--- src/rtl/spinseq_pkg.sv ---
package spinseq_pkg;

    localparam int OCT_LEN = 8;
    localparam int GROUP   = 2;
    localparam int EXT_LEN = OCT_LEN + OCT_LEN / GROUP;
    localparam int POS_W   = $clog2(EXT_LEN);

    // bit i holds pattern entry i: 1,0,0,1,0,1,1,0
    localparam logic [OCT_LEN-1:0] OCTET = 8'b0110_1001;

    typedef logic [POS_W-1:0] pos_t;

    typedef enum logic {
        MODE_BASE = 1'b0,
        MODE_EXT  = 1'b1
    } seq_mode_e;

    typedef struct packed {
        logic valid;
        logic spin;
    } slot_t;

    function automatic pos_t last_pos(seq_mode_e m);
        return (m == MODE_EXT) ? pos_t'(EXT_LEN - 1) : pos_t'(OCT_LEN - 1);
    endfunction

endpackage

--- src/rtl/slot_decode.sv ---
module slot_decode
    import spinseq_pkg::*;
#(
    parameter logic [OCT_LEN-1:0] PATTERN = OCTET
) (
    input  pos_t      pos,
    input  seq_mode_e mode,
    output slot_t     slot
);
    localparam int OCT_W = $clog2(OCT_LEN);

    slot_t ext_tab [EXT_LEN];

    // Extended table: every (GROUP+1)th entry is a dead slot
    for (genvar e = 0; e < EXT_LEN; e++) begin : g_ext
        localparam int PH   = e % (GROUP + 1);
        localparam bit DEAD = (PH == GROUP);
        localparam int IDX  = DEAD ? 0 : (e / (GROUP + 1)) * GROUP + PH;
        assign ext_tab[e].valid = !DEAD;
        assign ext_tab[e].spin  = DEAD ? 1'b0 : PATTERN[IDX];
    end

    always_comb begin
        slot = '{valid: 1'b1, spin: PATTERN[pos[OCT_W-1:0]]};
        if (mode == MODE_EXT) begin
            if (int'(pos) < EXT_LEN) slot = ext_tab[pos];
            else                     slot = '{valid: 1'b0, spin: 1'b0};
        end
    end
endmodule

--- src/rtl/seq_counter.sv ---
module seq_counter
    import spinseq_pkg::*;
(
    input  logic      clk,
    input  logic      rst,
    input  logic      pulse_start,
    input  seq_mode_e mode_req,
    output pos_t      pos,
    output seq_mode_e act_mode,
    output pos_t      pos_next,
    output seq_mode_e mode_next
);
    logic at_last;

    assign at_last = (pos == last_pos(act_mode));

    always_comb begin
        pos_next  = pos;
        mode_next = act_mode;
        if (pulse_start) begin
            if (at_last) begin
                pos_next  = '0;
                mode_next = mode_req;
            end else begin
                pos_next = pos + pos_t'(1);
            end
        end
    end

    always_ff @(posedge clk) begin
        if (rst) begin
            pos      <= '0;
            act_mode <= mode_req;
        end else begin
            pos      <= pos_next;
            act_mode <= mode_next;
        end
    end

    assert_pos_hold_R2: assert property (@(posedge clk) disable iff (rst)
        !pulse_start |=> $stable(pos) && $stable(act_mode));

    assert_pos_step_R2: assert property (@(posedge clk) disable iff (rst)
        (pulse_start && pos != last_pos(act_mode)) |=> pos == $past(pos) + pos_t'(1));

    assert_pos_range_R4: assert property (@(posedge clk) disable iff (rst)
        pos <= last_pos(act_mode));

    assert_mode_at_wrap_R7: assert property (@(posedge clk) disable iff (rst)
        !$stable(act_mode) |-> pos == '0);
endmodule

--- src/rtl/spin_hold.sv ---
module spin_hold
    import spinseq_pkg::*;
#(
    parameter logic RESET_SPIN = 1'b1
) (
    input  logic  clk,
    input  logic  rst,
    input  logic  pulse_start,
    input  slot_t next_slot,
    output logic  spin
);
    always_ff @(posedge clk) begin
        if (rst)                                spin <= RESET_SPIN;
        else if (pulse_start && next_slot.valid) spin <= next_slot.spin;
    end

    assert_spin_quiet_R2: assert property (@(posedge clk) disable iff (rst)
        !pulse_start |=> $stable(spin));
endmodule

--- src/rtl/spin_seq_gen.sv ---
module spin_seq_gen
    import spinseq_pkg::*;
#(
    parameter logic [OCT_LEN-1:0] PATTERN = OCTET,
    localparam int PW = POS_W
) (
    input  logic          clk,
    input  logic          rst,
    input  logic          pulse_start,
    input  logic          ext_mode,
    output logic          spin_state,
    output logic          slot_valid,
    output logic          readout_win,
    output logic [PW-1:0] seq_pos
);
    pos_t      pos, pos_next;
    seq_mode_e act_mode, mode_next, mode_req;
    slot_t     cur_slot, nxt_slot;

    assign mode_req = seq_mode_e'(ext_mode);

    seq_counter u_cnt (
        .clk         (clk),
        .rst         (rst),
        .pulse_start (pulse_start),
        .mode_req    (mode_req),
        .pos         (pos),
        .act_mode    (act_mode),
        .pos_next    (pos_next),
        .mode_next   (mode_next)
    );

    slot_decode #(.PATTERN(PATTERN)) u_dec_cur (
        .pos  (pos),
        .mode (act_mode),
        .slot (cur_slot)
    );

    slot_decode #(.PATTERN(PATTERN)) u_dec_nxt (
        .pos  (pos_next),
        .mode (mode_next),
        .slot (nxt_slot)
    );

    spin_hold #(.RESET_SPIN(PATTERN[0])) u_spin (
        .clk         (clk),
        .rst         (rst),
        .pulse_start (pulse_start),
        .next_slot   (nxt_slot),
        .spin        (spin_state)
    );

    assign seq_pos     = pos;
    assign slot_valid  = cur_slot.valid;
    assign readout_win = !cur_slot.valid;

    assert_dead_hold_R5: assert property (@(posedge clk) disable iff (rst)
        !slot_valid |-> $stable(spin_state));

    assert_base_full_R3: assert property (@(posedge clk) disable iff (rst)
        act_mode == MODE_BASE |-> slot_valid);

    assert_valid_spin_R6: assert property (@(posedge clk) disable iff (rst)
        slot_valid |-> spin_state == cur_slot.spin);

    assert_reset_state_R1: assert property (@(posedge clk)
        $past(rst) |-> seq_pos == '0 && slot_valid && spin_state == PATTERN[0]);
endmodule

--- config.mk ---
export PLATFORM = sky130hd
export DESIGN_NAME = spin_seq_gen
export DESIGN_NICKNAME = d
export VERILOG_FILES = /design/src/rtl/spinseq_pkg.sv /design/src/rtl/slot_decode.sv /design/src/rtl/seq_counter.sv /design/src/rtl/spin_hold.sv /design/src/rtl/spin_seq_gen.sv
export SDC_FILE = /design/constraint.sdc
export NUM_CORES = 1
export LEC_CHECK = 0
export BUFFER_PORTS_ARGS = -buffer_cell sky130_fd_sc_hd__clkbuf_2
export CELL_PAD_IN_SITES_DETAIL_PLACEMENT = 1
export CELL_PAD_IN_SITES_GLOBAL_PLACEMENT = 1
export CORE_MARGIN = 2
export CORE_UTILIZATION = 41
export CTS_BUF_LIST = sky130_fd_sc_hd__clkbuf_16
export CTS_CLUSTER_DIAMETER = 60
export DETAILED_ROUTE_END_ITERATION = 16
export PLACE_DENSITY_LB_ADDON = 0.3
export SLEW_MARGIN = 5
export SYNTH_ARGS = -nofsm -noshare
export SYNTH_HDL_FRONTEND = slang
export SYNTH_SLANG_ARGS = --single-unit
--- constraint.sdc ---
create_clock -name clk -period 5.2 [get_ports clk]
set_input_delay 0.26 -clock clk [delete_from_list [all_inputs] [get_ports clk]]
set_output_delay 0.26 -clock clk [all_outputs]
set_load 0.02 [all_outputs]
==> run summary <==
Final HPWL DP -> 1130 um
Clk_skew -> 0.00170 ns
Drt via density -> 5.96
Mapped Nets -> 81
Maximum buffer depth of the clock tree -> 2
Fin cells -> 98
# DRC -> 0
Placer Congestion -> 0.795
Post-CTS Setup Repair Bufs -> 0
1st-iter DRT viols -> 7
Max-Cap Viols -> 0
Die Wd -> 42.3 um
Antenna violations before repair -> 0
Internal power -> 0.164 mW
Htree depth -> 1
Max Freq -> 0.393 GHz
Total number of vias -> 584
Cts hold-fix bufs -> 0
Final setup margin -> 2.65 ns
Pwr/cell area -> 302 nW/um^2
First-pass GRT wire length -> 2590 um
Post-route ant nets -> 0
Post-synth EDFFs -> 0
CP startpoint kind -> flop
Tmin final -> 2.55 ns
Clock Latency Late Sink -> 0.23 ns
Cells after synthesis -> 73
Post-synth top area cell -> dfxtp_1
Async S/R FF share, synth -> 0%
Crit-path max FO -> 7
Final nets -> 93
Row cnt -> 13
Synth-to-layout area growth -> 20.0%
Non-Filler Cell Area, Final -> 721 sq um
Worst-Margin Slew -> 0.482 ns
DP Area -> 646 sq um
Hold Violations, Final -> 0
Fill count -> 170
Fin util -> 54.0%
Critical path class -> reg2reg
Post-synthesis cell type count -> 40
Sequential share of power -> 25.2%
TritonCTS Buffers -> 3
First-pass DRT Iterations -> 4
Synth top area cells -> dfxtp_1, ha_1, nor2_1, o21ai_1, mux2i_1
# IOs -> 11
ANT cells -> 0
Hold Path Class -> in2reg
Warnings from Yosys -> 0
Maximum VDD drop -> 0.272 mV
Slew margin rel. -> 67.8%
Global route total overflow -> 0
Clock transition at path regs -> 0.03 ns
Worst hold slack -> 0.281 ns
Net Sw Frac -> 24.3%
Dominant synthesized flop cell -> dfxtp_1
Global Route Usage Sum -> 19.0%
Status -> completed
Clk root buf -> clkbuf_16
Syn_area_per_cell -> 8.23 sq um
Dpl cells -> 95
WL per Instance -> 15.9 um
Post-synthesis sequential area ratio -> 20.0%
IO buf count -> 10
DIE AREA -> 1790 sq um
Synth Cell Area -> 601 sq um
Core Footprint -> 1330 sq um
CTS tree -> yes
Share of the synthesized area in the top cell type -> 20.0%
RSZ-0062 raised after global routing -> no
Sinks on Clock Net -> 6
Die Height -> 42.3 um
Slew Limit Fails -> 0
Net switching power -> 0.0529 mW
Starting Density -> 45.0%
Worst slack at placement -> 2.67 ns
Total power -> 0.217 mW
Fin crit share -> 49.0%
# setup viols final -> 0
Setup TNS -> 0 ns
Pleak -> 0.317 nW
CP arrival -> 2.66 ns
CTS resizes -> 0
CP endpoint kind -> flop
Pin count of the biggest net entering global routing -> 17
Layout cell share with drive strength beyond 1 -> 21.7%
Comb pwr share -> 18.0%
WP data required -> 5.31 ns
Synthesized flop and latch total -> 6
Clock share of power -> 56.8%
Vias in the first global route -> 555
Final wirelength -> 1560 um
## area by class of cell
type	count	area, sq um	share of cell area, %
tap	15	18.8	2.60
sequential	6	120	16.7
clock buffer	3	75.1	10.4
multi-input combinational	59	438	60.8
inverter	5	18.8	2.60
timing repair buffer	10	50.0	6.94
## placed cells by master, fill, tap and decap left out, drive strengths merged, types with 3 or more instances in the layout
cell type | Yosys | routed
ha | 4 | 4
nand2 | 4 | 4
nor2 | 7 | 7
clkbuf | 0 | 13
inv | 5 | 5
o21ai | 7 | 7
dfxtp | 6 | 6
nand4 | 3 | 3
a21oi | 3 | 3
## routing by layer
metal	global-route usage, %	vias to the layer above	wire length (um)	share of wire [%]
li1	-	295	-	-
met5	0	-	0	0
met2	29.5	12	747	48
met1	24.7	273	739	47
met4	11.3	0	32	2.1
met3	2.59	4	40	2.6
## synth_stat cells, drive strengths merged (2+ instances only)
| cell | count |
|---|---|
| a21oi | 3 |
| and3b | 2 |
| buf | 3 |
| dfxtp | 6 |
| ha | 4 |
| inv | 5 |
| mux2i | 2 |
| nand2 | 4 |
| nand2b | 2 |
| nand4 | 3 |
| nor2 | 7 |
| nor2b | 2 |
| o21ai | 7 |
## final timing paths
check,startpoint,end,slack (ns),depth (start not counted)
max reg2reg,u_cnt.pos[0]$_SDFF_PP0_,u_spin.spin$_SDFFE_PP1P_,2.65,10
max,u_cnt.pos[0]$_SDFF_PP0_,u_spin.spin$_SDFFE_PP1P_,2.65,10
min reg2reg,u_spin.spin$_SDFFE_PP1P_,u_spin.spin$_SDFFE_PP1P_,0.49,2
min,ext_mode,u_cnt.act_mode$_DFF_P_,0.28,3
## critical path, stage by stage, from the launching register on
cell      delay [ns]
dfxtp_1         0.46
inv_1           0.16
ha_1            0.38
nor2_1          0.13
mux2i_1         0.10
ha_1            0.35
or3b_1          0.36
nand4_1         0.11
o311ai_2        0.13
a21oi_1         0.16
o21ai_1         0.07
## sequential cells by signal, summed over array words and instances, names as in the netlist
| name | count |
|---|---|
| u_cnt.act_mode | 1 |
| u_spin.spin | 1 |
| u_cnt.pos | 4 |
## power by group through the flow
stage | registers [mW] | clock network (mW) | logic [mW]
floorplan | 0.0565 | 0 | 0.0263
global placement | 0.0552 | 0 | 0.0372
detailed placement | 0.0554 | 0 | 0.0382
CTS | 0.0548 | 0.124 | 0.0392
global route | 0.0553 | 0.128 | 0.0436
finish | 0.0547 | 0.124 | 0.0391
## cells by family after synthesis
family / synth area share, %
simple gates: 32.1
compound gates: 25.8
buf+inv: 7.08
flops: 20.0
fa+ha+maj: 8.33
mux: 5.21
xor+xnor: 1.46
No activity file was read; power rests on OpenSTA's default activity.
